`src/rtl/uop_cracker_pkg.sv`:
```
package uop_cracker_pkg;
  parameter int ARCH_REGS = 32;
  parameter int DISP_W = 16;
  parameter int FN_W = 4;
  localparam int REG_W = $clog2(ARCH_REGS + 2);
  localparam int TEMP1 = ARCH_REGS;
  localparam int TEMP2 = ARCH_REGS + 1;
  localparam int STEP_W = 2;

  typedef enum logic [1:0] {
    AM_REG = 2'd0, AM_DEFER = 2'd1, AM_DISP = 2'd2, AM_RSVD = 2'd3
  } addrMode_e;

  typedef enum logic [1:0] {
    UOP_LOAD = 2'd0, UOP_ALU = 2'd1, UOP_LOADOP = 2'd2
  } uopKind_e;

  typedef struct packed {
    logic capture;
    logic [STEP_W-1:0] step;
  } ctlStrobe_t;

  typedef struct packed {
    uopKind_e kind;
    logic [FN_W-1:0] func;
    logic [REG_W-1:0] dst;
    logic [REG_W-1:0] srcA;
    logic [REG_W-1:0] srcB;
    logic [REG_W-1:0] base;
    logic [DISP_W-1:0] disp;
    logic memSlot;
    logic last;
  } uop_t;
endpackage

```
`src/rtl/uop_ctrl.sv`:
```
module uop_ctrl
  import uop_cracker_pkg::*;
(
  input  logic clk,
  input  logic rst,
  input  logic inValid,
  input  logic outReady,
  input  logic seqLast,
  output logic inReady,
  output logic outValid,
  output ctlStrobe_t ctl
);
  logic busy;
  logic [STEP_W-1:0] step;
  logic fire;

  assign outValid = busy;
  assign fire = busy & outReady;
  assign inReady = !busy || (outReady && seqLast);
  assign ctl.capture = inValid & inReady;
  assign ctl.step = step;

  always_ff @(posedge clk) begin
    if (rst) begin
      busy <= 1'b0;
      step <= '0;
    end else if (ctl.capture) begin
      busy <= 1'b1;
      step <= '0;
    end else if (fire && seqLast) begin
      busy <= 1'b0;
      step <= '0;
    end else if (fire) begin
      step <= step + 1'b1;
    end
  end

  AST_STEP_BOUND: assert property (@(posedge clk) disable iff (rst)
    busy |-> step <= 2'd2);
  AST_RESTART_AT_ZERO: assert property (@(posedge clk) disable iff (rst)
    ctl.capture |=> busy && step == '0);
endmodule

```
`src/rtl/uop_datapath.sv`:
```
module uop_datapath
  import uop_cracker_pkg::*;
(
  input  logic clk,
  input  logic rst,
  input  ctlStrobe_t ctl,
  input  logic inLoadOp,
  input  logic [FN_W-1:0] inFunc,
  input  logic [REG_W-1:0] inDst,
  input  logic [1:0] inModeA,
  input  logic [REG_W-1:0] inRegA,
  input  logic [DISP_W-1:0] inDispA,
  input  logic [1:0] inModeB,
  input  logic [REG_W-1:0] inRegB,
  input  logic [DISP_W-1:0] inDispB,
  output uop_t uop
);
  localparam logic [REG_W-1:0] T1 = REG_W'(TEMP1);
  localparam logic [REG_W-1:0] T2 = REG_W'(TEMP2);

  logic loadOpQ;
  logic [FN_W-1:0] funcQ;
  logic [REG_W-1:0] dstQ, regAQ, regBQ;
  logic [1:0] modeAQ, modeBQ;
  logic [DISP_W-1:0] dispAQ, dispBQ;

  always_ff @(posedge clk) begin
    if (rst) begin
      loadOpQ <= 1'b0; funcQ <= '0; dstQ <= '0;
      modeAQ <= AM_REG; modeBQ <= AM_REG;
      regAQ <= '0; regBQ <= '0; dispAQ <= '0; dispBQ <= '0;
    end else if (ctl.capture) begin
      loadOpQ <= inLoadOp; funcQ <= inFunc; dstQ <= inDst;
      modeAQ <= inModeA; modeBQ <= inModeB;
      regAQ <= inRegA; regBQ <= inRegB; dispAQ <= inDispA; dispBQ <= inDispB;
    end
  end

  logic memA, memB, useA;
  logic [DISP_W-1:0] effA, effB;
  logic [STEP_W-1:0] nLoads;

  always_comb begin
    memA = (modeAQ == AM_DEFER) || (modeAQ == AM_DISP);
    memB = (modeBQ == AM_DEFER) || (modeBQ == AM_DISP);
    effA = (modeAQ == AM_DISP) ? dispAQ : '0;
    effB = (modeBQ == AM_DISP) ? dispBQ : '0;
    if (loadOpQ) nLoads = {1'b0, memA & memB};
    else         nLoads = {1'b0, memA} + {1'b0, memB};
    useA = (ctl.step == '0) && memA;

    uop = '0;
    uop.func = funcQ;
    if (ctl.step < nLoads) begin
      uop.kind = UOP_LOAD;
      uop.dst  = (ctl.step == '0) ? T1 : T2;
      uop.base = useA ? regAQ : regBQ;
      uop.disp = useA ? effA : effB;
    end else begin
      uop.last = 1'b1;
      uop.dst  = dstQ;
      if (loadOpQ && (memA || memB)) begin
        uop.kind = UOP_LOADOP;
        if (memB) begin
          uop.srcA = memA ? T1 : regAQ;
          uop.base = regBQ;
          uop.disp = effB;
          uop.memSlot = 1'b0;
        end else begin
          uop.srcB = regBQ;
          uop.base = regAQ;
          uop.disp = effA;
          uop.memSlot = 1'b1;
        end
      end else begin
        uop.kind = UOP_ALU;
        uop.srcA = memA ? T1 : regAQ;
        uop.srcB = memB ? (memA ? T2 : T1) : regBQ;
      end
    end
  end

  AST_LOAD_NO_REGREAD: assert property (@(posedge clk) disable iff (rst)
    uop.kind == UOP_LOAD |-> uop.srcA == '0 && uop.srcB == '0 && uop.dst >= T1);
  AST_PLAIN_NO_FOLD: assert property (@(posedge clk) disable iff (rst)
    !loadOpQ |-> uop.kind != UOP_LOADOP);
  AST_LAST_NOT_LOAD: assert property (@(posedge clk) disable iff (rst)
    uop.last |-> uop.kind != UOP_LOAD);
endmodule

```
`src/rtl/uop_cracker.sv`:
```
module uop_cracker
  import uop_cracker_pkg::*;
(
  input  logic clk,
  input  logic rst,
  input  logic inValid,
  output logic inReady,
  input  logic inLoadOp,
  input  logic [FN_W-1:0] inFunc,
  input  logic [REG_W-1:0] inDst,
  input  logic [1:0] inModeA,
  input  logic [REG_W-1:0] inRegA,
  input  logic [DISP_W-1:0] inDispA,
  input  logic [1:0] inModeB,
  input  logic [REG_W-1:0] inRegB,
  input  logic [DISP_W-1:0] inDispB,
  output logic outValid,
  input  logic outReady,
  output logic [1:0] outOp,
  output logic [FN_W-1:0] outFunc,
  output logic [REG_W-1:0] outDst,
  output logic [REG_W-1:0] outSrcA,
  output logic [REG_W-1:0] outSrcB,
  output logic [REG_W-1:0] outBase,
  output logic [DISP_W-1:0] outDisp,
  output logic outMemSlot,
  output logic outLast
);
  ctlStrobe_t ctl;
  uop_t uop;

  uop_ctrl ctrl_i (
    .clk(clk), .rst(rst), .inValid(inValid), .outReady(outReady),
    .seqLast(uop.last), .inReady(inReady), .outValid(outValid), .ctl(ctl)
  );

  uop_datapath dp_i (
    .clk(clk), .rst(rst), .ctl(ctl), .inLoadOp(inLoadOp), .inFunc(inFunc),
    .inDst(inDst), .inModeA(inModeA), .inRegA(inRegA), .inDispA(inDispA),
    .inModeB(inModeB), .inRegB(inRegB), .inDispB(inDispB), .uop(uop)
  );

  assign outOp      = uop.kind;
  assign outFunc    = uop.func;
  assign outDst     = uop.dst;
  assign outSrcA    = uop.srcA;
  assign outSrcB    = uop.srcB;
  assign outBase    = uop.base;
  assign outDisp    = uop.disp;
  assign outMemSlot = uop.memSlot;
  assign outLast    = uop.last;

  AST_RESET_IDLE: assert property (@(posedge clk)
    $past(rst) |-> !outValid && inReady);
  AST_HOLD_STABLE: assert property (@(posedge clk) disable iff (rst)
    outValid && !outReady |=> outValid && $stable(outOp) && $stable(outDst)
      && $stable(outSrcA) && $stable(outSrcB) && $stable(outBase)
      && $stable(outDisp) && $stable(outLast) && $stable(outMemSlot));
  AST_NO_MIDSEQ_ACCEPT: assert property (@(posedge clk) disable iff (rst)
    inValid && inReady && outValid |-> outReady && outLast);
endmodule

```
`config.mk`:
```
export PLATFORM = sky130hd
export DESIGN_NAME = uop_cracker
export DESIGN_NICKNAME = d
export VERILOG_FILES = /design/src/rtl/uop_cracker_pkg.sv /design/src/rtl/uop_ctrl.sv /design/src/rtl/uop_datapath.sv /design/src/rtl/uop_cracker.sv
export SDC_FILE = /design/constraint.sdc
export NUM_CORES = 1
export LEC_CHECK = 0
export ABC_AREA = 1
export BUFFER_PORTS_ARGS = -buffer_cell sky130_fd_sc_hd__buf_2
export CAP_MARGIN = 20
export CORE_ASPECT_RATIO = 2
export CORE_MARGIN = 2
export CORE_UTILIZATION = 25
export CTS_CLUSTER_SIZE = 12
export DETAILED_ROUTE_END_ITERATION = 12
export PLACE_DENSITY = 0.53
export SLEW_MARGIN = 20
export SYNTH_ARGS = -nofsm -noshare
export SYNTH_HDL_FRONTEND = slang
export SYNTH_SLANG_ARGS = --single-unit
export TNS_END_PERCENT = 10
```
`constraint.sdc`:
```
create_clock -name clk -period 3.2 [get_ports clk]
set_clock_uncertainty 0.05 [all_clocks]
set_input_delay 0.48 -clock clk [delete_from_list [all_inputs] [get_ports clk]]
set_output_delay 0.48 -clock clk [all_outputs]
set_load 0.02 [all_outputs]
```
# [Word level (Yosys, flattened, before mapping)]
# Cells that the tools add are included.
[op_classes] n_lt_le_gt_ge=1 eq_ne=4 addsub=2 muxes=22 reduce_logical=12 bitwise_logic=3
[ops] operator="$mux 16" n=3
[ops] operator="$mux 23" n=2
[ops] operator="$mux 6" n=6
[ops] operator="$mux 12" n=2
[ops] operator="$mux 22" n=1
[ops] operator="$mux 2" n=4
[ops] operator="$eq 2x1->1 const B" n=2
[ops] operator="$eq 2x2->1 const B" n=2
[ops] operator="$logic_and 1x1->1" n=4
[ops] operator="$logic_or 1x1->1" n=4
[ops] operator="$mux 1" n=4
[ops] operator="$and 1x1->1" n=3
[ops] operator="$reduce_or 3->1" n=1
[ops] operator="$add 1x1->2" n=1
[ops] operator="$add 2x1->2 const B" n=1
[ops] operator="$logic_not 2->1" n=1
[ops] operator="$lt 2x2->1" n=1
[ops] operator="$reduce_bool 2->1" n=1
[ops] operator="$logic_not 1->1" n=1
[word_totals] reg_bits=62 in_bits=63 out_inout_bits=50 elab_cells=55

# [Logic depth before layout (Yosys ltp)]
[logic_depth] ltp_word=10 ltp_mapped=15 ltp_nobuf=13

# [Hierarchy]
# From an unflattened synthesis, not the netlist that was laid out.
[hier_totals] cells_unflattened=605 area_unflattened_um2=3688.5
[modules_own_cells] module="uop_datapath" seq_area_each_um2=1181.1 n_inst=1 cells_each=583 area_per_inst_um2=3538.4
[modules_own_cells] module="uop_ctrl" seq_area_each_um2=60.1 n_inst=1 cells_each=22 area_per_inst_um2=150.1

# [Worst setup path after synthesis]
# OpenSTA, ideal clock, no wires.
[synth_path] path_kind="register -> output" from="register dp_i.modeBQ[0]" to="output port outBase[5]" path_buffers=3 path_slack_ns=0.483 arrival_ns=2.187 required_time_ns=2.670 stages_incl_launch_ff=15 cell_sequence="dfxtp_1 > inv_1 > ha_1 > buf_2 > nor2_1 > nand2_1 > ha_1 > nand2_1 > nand2_2 > buf_6 > nand2_2 > inv_1 > buf_2 > nand2_1 > o211ai_1"
[synth_between] elab_chain_len=6 elab_cells_between_ends=12 classes_between="add/sub (1); order compare (1); eq/ne (2); mux (4); bitwise (1); reduce/logical (3)"
[synth_rtl] element="start, declared" line_no="uop_datapath.sv:24" rtl="logic [1:0] modeAQ, modeBQ;"
[synth_rtl] element="start signal, assigned" line_no="uop_datapath.sv:34" rtl="modeAQ <= inModeA; modeBQ <= inModeB;"
[synth_rtl] element="$eq 2x1->1 / $eq 2x2->1 (equally long branches)" line_no="uop_datapath.sv:45" rtl="memB = (modeBQ == AM_DEFER) || (modeBQ == AM_DISP);"
[synth_rtl] element="$logic_or 1x1->1 *" line_no="uop_datapath.sv:45"
[synth_rtl] element="$add 1x1->2 (tied with other cells)" line_no="uop_datapath.sv:49" rtl="else nLoads = {1'b0, memA} + {1'b0, memB};"
[synth_rtl] element="$mux 2 / $logic_and 1x1->1 (equally long branches)" line_no="uop_datapath.sv:48, uop_datapath.sv:62"
[synth_rtl] element="$lt 2x2->1 / $mux 23 (equally long branches)" line_no="uop_datapath.sv:54, uop_datapath.sv:62"
[synth_rtl] element="$mux 22 *" line_no="uop_datapath.sv:54" rtl="if (ctl.step < nLoads) begin"
[synth_rtl] element="end, declared" line_no="uop_cracker.sv:24" rtl="output logic [REG_W-1:0] outBase,"
# Mark *: on every way between the ends. The rest lies on a longest branch, timed or not.

# [Worst setup path in the final report]
[layout_path] from="register dp_i.modeAQ[0]" to="output port outBase[0]"
[layout_between] elab_chain_len=6 elab_cells_between_ends=13 classes_between="add/sub (1); order compare (1); eq/ne (2); mux (4); bitwise (1); reduce/logical (4)"
[layout_rtl] element="start, declared" line_no="uop_datapath.sv:24"
[layout_rtl] element="start signal, assigned" line_no="uop_datapath.sv:34"
[layout_rtl] element="$eq 2x1->1 / $eq 2x2->1 (equally long branches)" line_no="uop_datapath.sv:44" rtl="memA = (modeAQ == AM_DEFER) || (modeAQ == AM_DISP);"
[layout_rtl] element="$logic_or 1x1->1 *" line_no="uop_datapath.sv:44"
[layout_rtl] element="$add 1x1->2 (tied with other cells)" line_no="uop_datapath.sv:49"
[layout_rtl] element="$mux 2 / $logic_and 1x1->1 (equally long branches)" line_no="uop_datapath.sv:48, uop_datapath.sv:62"
[layout_rtl] element="$lt 2x2->1 / $mux 23 (equally long branches)" line_no="uop_datapath.sv:54, uop_datapath.sv:62"
[layout_rtl] element="$mux 22 *" line_no="uop_datapath.sv:54"
# Marks and branches as above.

==> impl_metrics.yaml <==
power:
  seq_power_share: 0.310
  p_leak_nw: 2.518
  irDropWorstVdd_v: 0.0002638
  power.switching_mw: 1.082
  pwr_density_cell_mw_per_mm2: 589.0
  p_int_mw: 1.862
  power.combinational.fraction: 0.349
  clkPwrFrac: 0.341
  switching_share: 0.3675
logic_synthesis:
  synthesis.area_mm2: 0.003916
  yosysWarnings: 0
  synth.distinct_cells: 28
  syn_area_per_cell_um2: 6.347
  postSynthRegisterBits: 62
  synth_fp_nets: 685
  synthCells: 617
  synth-seq-area-share: 0.3169
routing:
  drc: 0
  vias: 4167
  dr.pass1.iters: 4
  wl_um: 12870
  topRoutingLayerUsed: "met4"
  detail-route-antenna-nets: 0
  routedWlPerCell_um: 14.10
  wl_met1_um: 5204
  first_iter_violations: 160
  wl_met2_um: 6889
  dr_wl_met3_um: 467
  vias_per_cell: 4.564
timing:
  timing.final.crit_share: 0.9297
  setup_ws_ns: 0.2250
  maxSlewHeadroom: 0.5611
  rsz0062_at_grt: "false"
  fin_tns_setup_ns: 0
  hold_viol_final: 0
  max_freq_mhz: 336.1
  period_needed_ns: 2.975
  tightest_slew_ns: 0.6583
  setup_viol: 0
  slew_viol_final: 0
global_routing:
  grt_max_degree: 62
  grt.overflow.total: 0
  grt_use_total: 0.1529
  antenna_found_initial: 1
  grt_pass1_vias: 3935
  grt_pass1_wl_um: 20180
layout:
  utilization: 0.3268
  post-route-cell-area_mm2: 0.004999
  layout-drive-gt1-share: 0.2507
  stdcell_count: 913
  layout_commonest_cell: "nand2_1"
  final_cell_mix: "nand2_1 (122), buf_2 (108), inv_1 (81), nor2_1 (81), nand3_1 (79)"
  final_nets: 777
  syn_to_final_growth_pct: 27.64
placement:
  dp_cells: 890
  place_ws_ns: 0.3256
  placed_area_mm2: 0.004584
  place_congestion: 0.7903
  dp_hpwl_um: 9125
  io_buffers: 112
clock_network:
  clkLatencyLatePin_ns: 0.33
  cts_buffers: 9
  hold_buffers: 0
  cts-root-buf: "clkbuf_16"
  clkTransAtPathRegs_ns: 0.06
  clockBufferDepth: 2
  cts_tree: "built"
  htreeDepth: 3
  cts.sinks: 62
floorplanning:
  io_pins: 113
  die_w_um: 92.50
  core_mm2: 0.01529
  design.die.area_mm2: 0.01674
  chipHeight_um: 181
  floorplan.initialDensity: 0.2561
  rows: 64
setup_path:
  worst-setup-path-type: "register to output port"
  crit_path_max_fanout: 7
  cp.required_ns: 2.67
  arrival_ns: 2.45
  end_kind: "output port"
  start_kind: "register"
status:
  outcome: "finished clean"
min_path:
  hp-class: "input port to register"
flow_run:
  drv_cap: 0
metrics by stage:
stage | power, mW | hold slack, ns
5_1_grt | 3.133 | 0.2807
6_report | 2.944 | 0.2889
3_5_place_dp | 1.895 | 0.4174
4_1_cts | 2.921 | 0.2799
3_3_place_gp | 1.892 | 0.4095
2_1_floorplan | 1.608 | 0.3940
critical path: stages (launching register included):
cell      delay, ns
dfxtp_1        0.34
inv_1          0.07
ha_4           0.26
ha_1           0.18
nor2_1         0.27
inv_1          0.10
o21ai_1        0.47
nand3b_1       0.13
nand2_1        0.12
buf_2          0.18
cell families (layout without fill, tap and decap cells):
group / Yosys count / in the layout / share of synthesized area
AO/OA/AOI/OAI: 111 / 111 / 0.1681
buffers and inverters: 133 / 229 / 0.1540
AND/OR/NAND/NOR: 304 / 305 / 0.3399
XOR/XNOR: 1 / 1 / 0.002237
multiplexers: 1 / 1 / 0.002875
flip-flops: 62 / 62 / 0.3169
other: 0 / 1 / 0
adder cells (fa/ha/maj): 5 / 5 / 0.01597
worst paths after layout:
| path | from | to | slack [ns] | cells past startpoint |
|---|---|---|---|---|
| max | dp_i.modeAQ[0] | outBase[0] | 0.22 | 9 |
| min | rst | ctrl_i.outValid | 0.29 | 2 |
| max reg2reg | dp_i.modeBQ[0] | dp_i.dispAQ[8] | 0.65 | 14 |
| min reg2reg | dp_i.dstQ[2] | dp_i.dstQ[2] | 0.43 | 2 |
Yosys cell counts (all sizes together):
cell type	count	area share
a22oi	1	0.0019
dfxtp	62	0.32
nor3	4	0.0051
xor2	1	0.0022
nand3b	1	0.0019
nand2	126	0.12
inv	83	0.080
ha	5	0.016
buf	24	0.050
nand3	89	0.13
o21ai	25	0.032
a21oi	64	0.082
o22ai	2	0.0032
nor2	83	0.080
or2	1	0.0016
clkbuf	25	0.024
mux2	1	0.0029
o211ai	19	0.049
clkinv	1	0.00096
power groups by stage:
stage | clock (mW) | sequential, mW | combinational (mW)
after global routing | 1.07 | 0.921 | 1.14
final | 1.00 | 0.912 | 1.03
after floorplan | 0 | 0.918 | 0.689
after detailed placement | 0 | 0.926 | 0.969
after global placement | 0 | 0.926 | 0.965
after CTS | 1.03 | 0.911 | 0.979
cell type report:
class / count / area (um^2)
flip-flops and latches: 62 / 1241
multi-input cells: 423 / 2121
well taps: 198 / 247.7
diodes: 1 / 2.502
clock inverters: 5 / 57.56
clock buffers: 11 / 252.7
inverters: 84 / 315.3
fillers: 1757 / 10300
repair buffers: 129 / 760.7
repair_timing:
item                                    in CTS  in global routing
endpoints found under the hold margin        0                  0
resized for setup                            2                 10
endpoints found under the setup margin      19                 25
buffers inserted                             0                  5
cloned                                       0                  1
pin swaps                                    0                  2
layer usage:
metal / GRT usage / up-vias
li1: - / 2159
met5: 0 / -
met1: 0.1776 / 1905
met2: 0.2704 / 90
met3: 0.02585 / 13
met4: 0.06687 / 0
registers in the layout (all words and copies together) (netlist names):
| signal | count |
|---|---|
| dp_i.loadOpQ | 1 |
| dp_i.dispBQ | 16 |
| dp_i.modeAQ | 2 |
| ctrl_i.outValid | 1 |
| dp_i.dstQ | 6 |
| dp_i.dispAQ | 16 |
| dp_i.regBQ | 6 |
| dp_i.funcQ | 4 |
| dp_i.modeBQ | 2 |
| ctrl_i.step | 2 |
| dp_i.regAQ | 6 |
(Power assumes the default switching activity.)
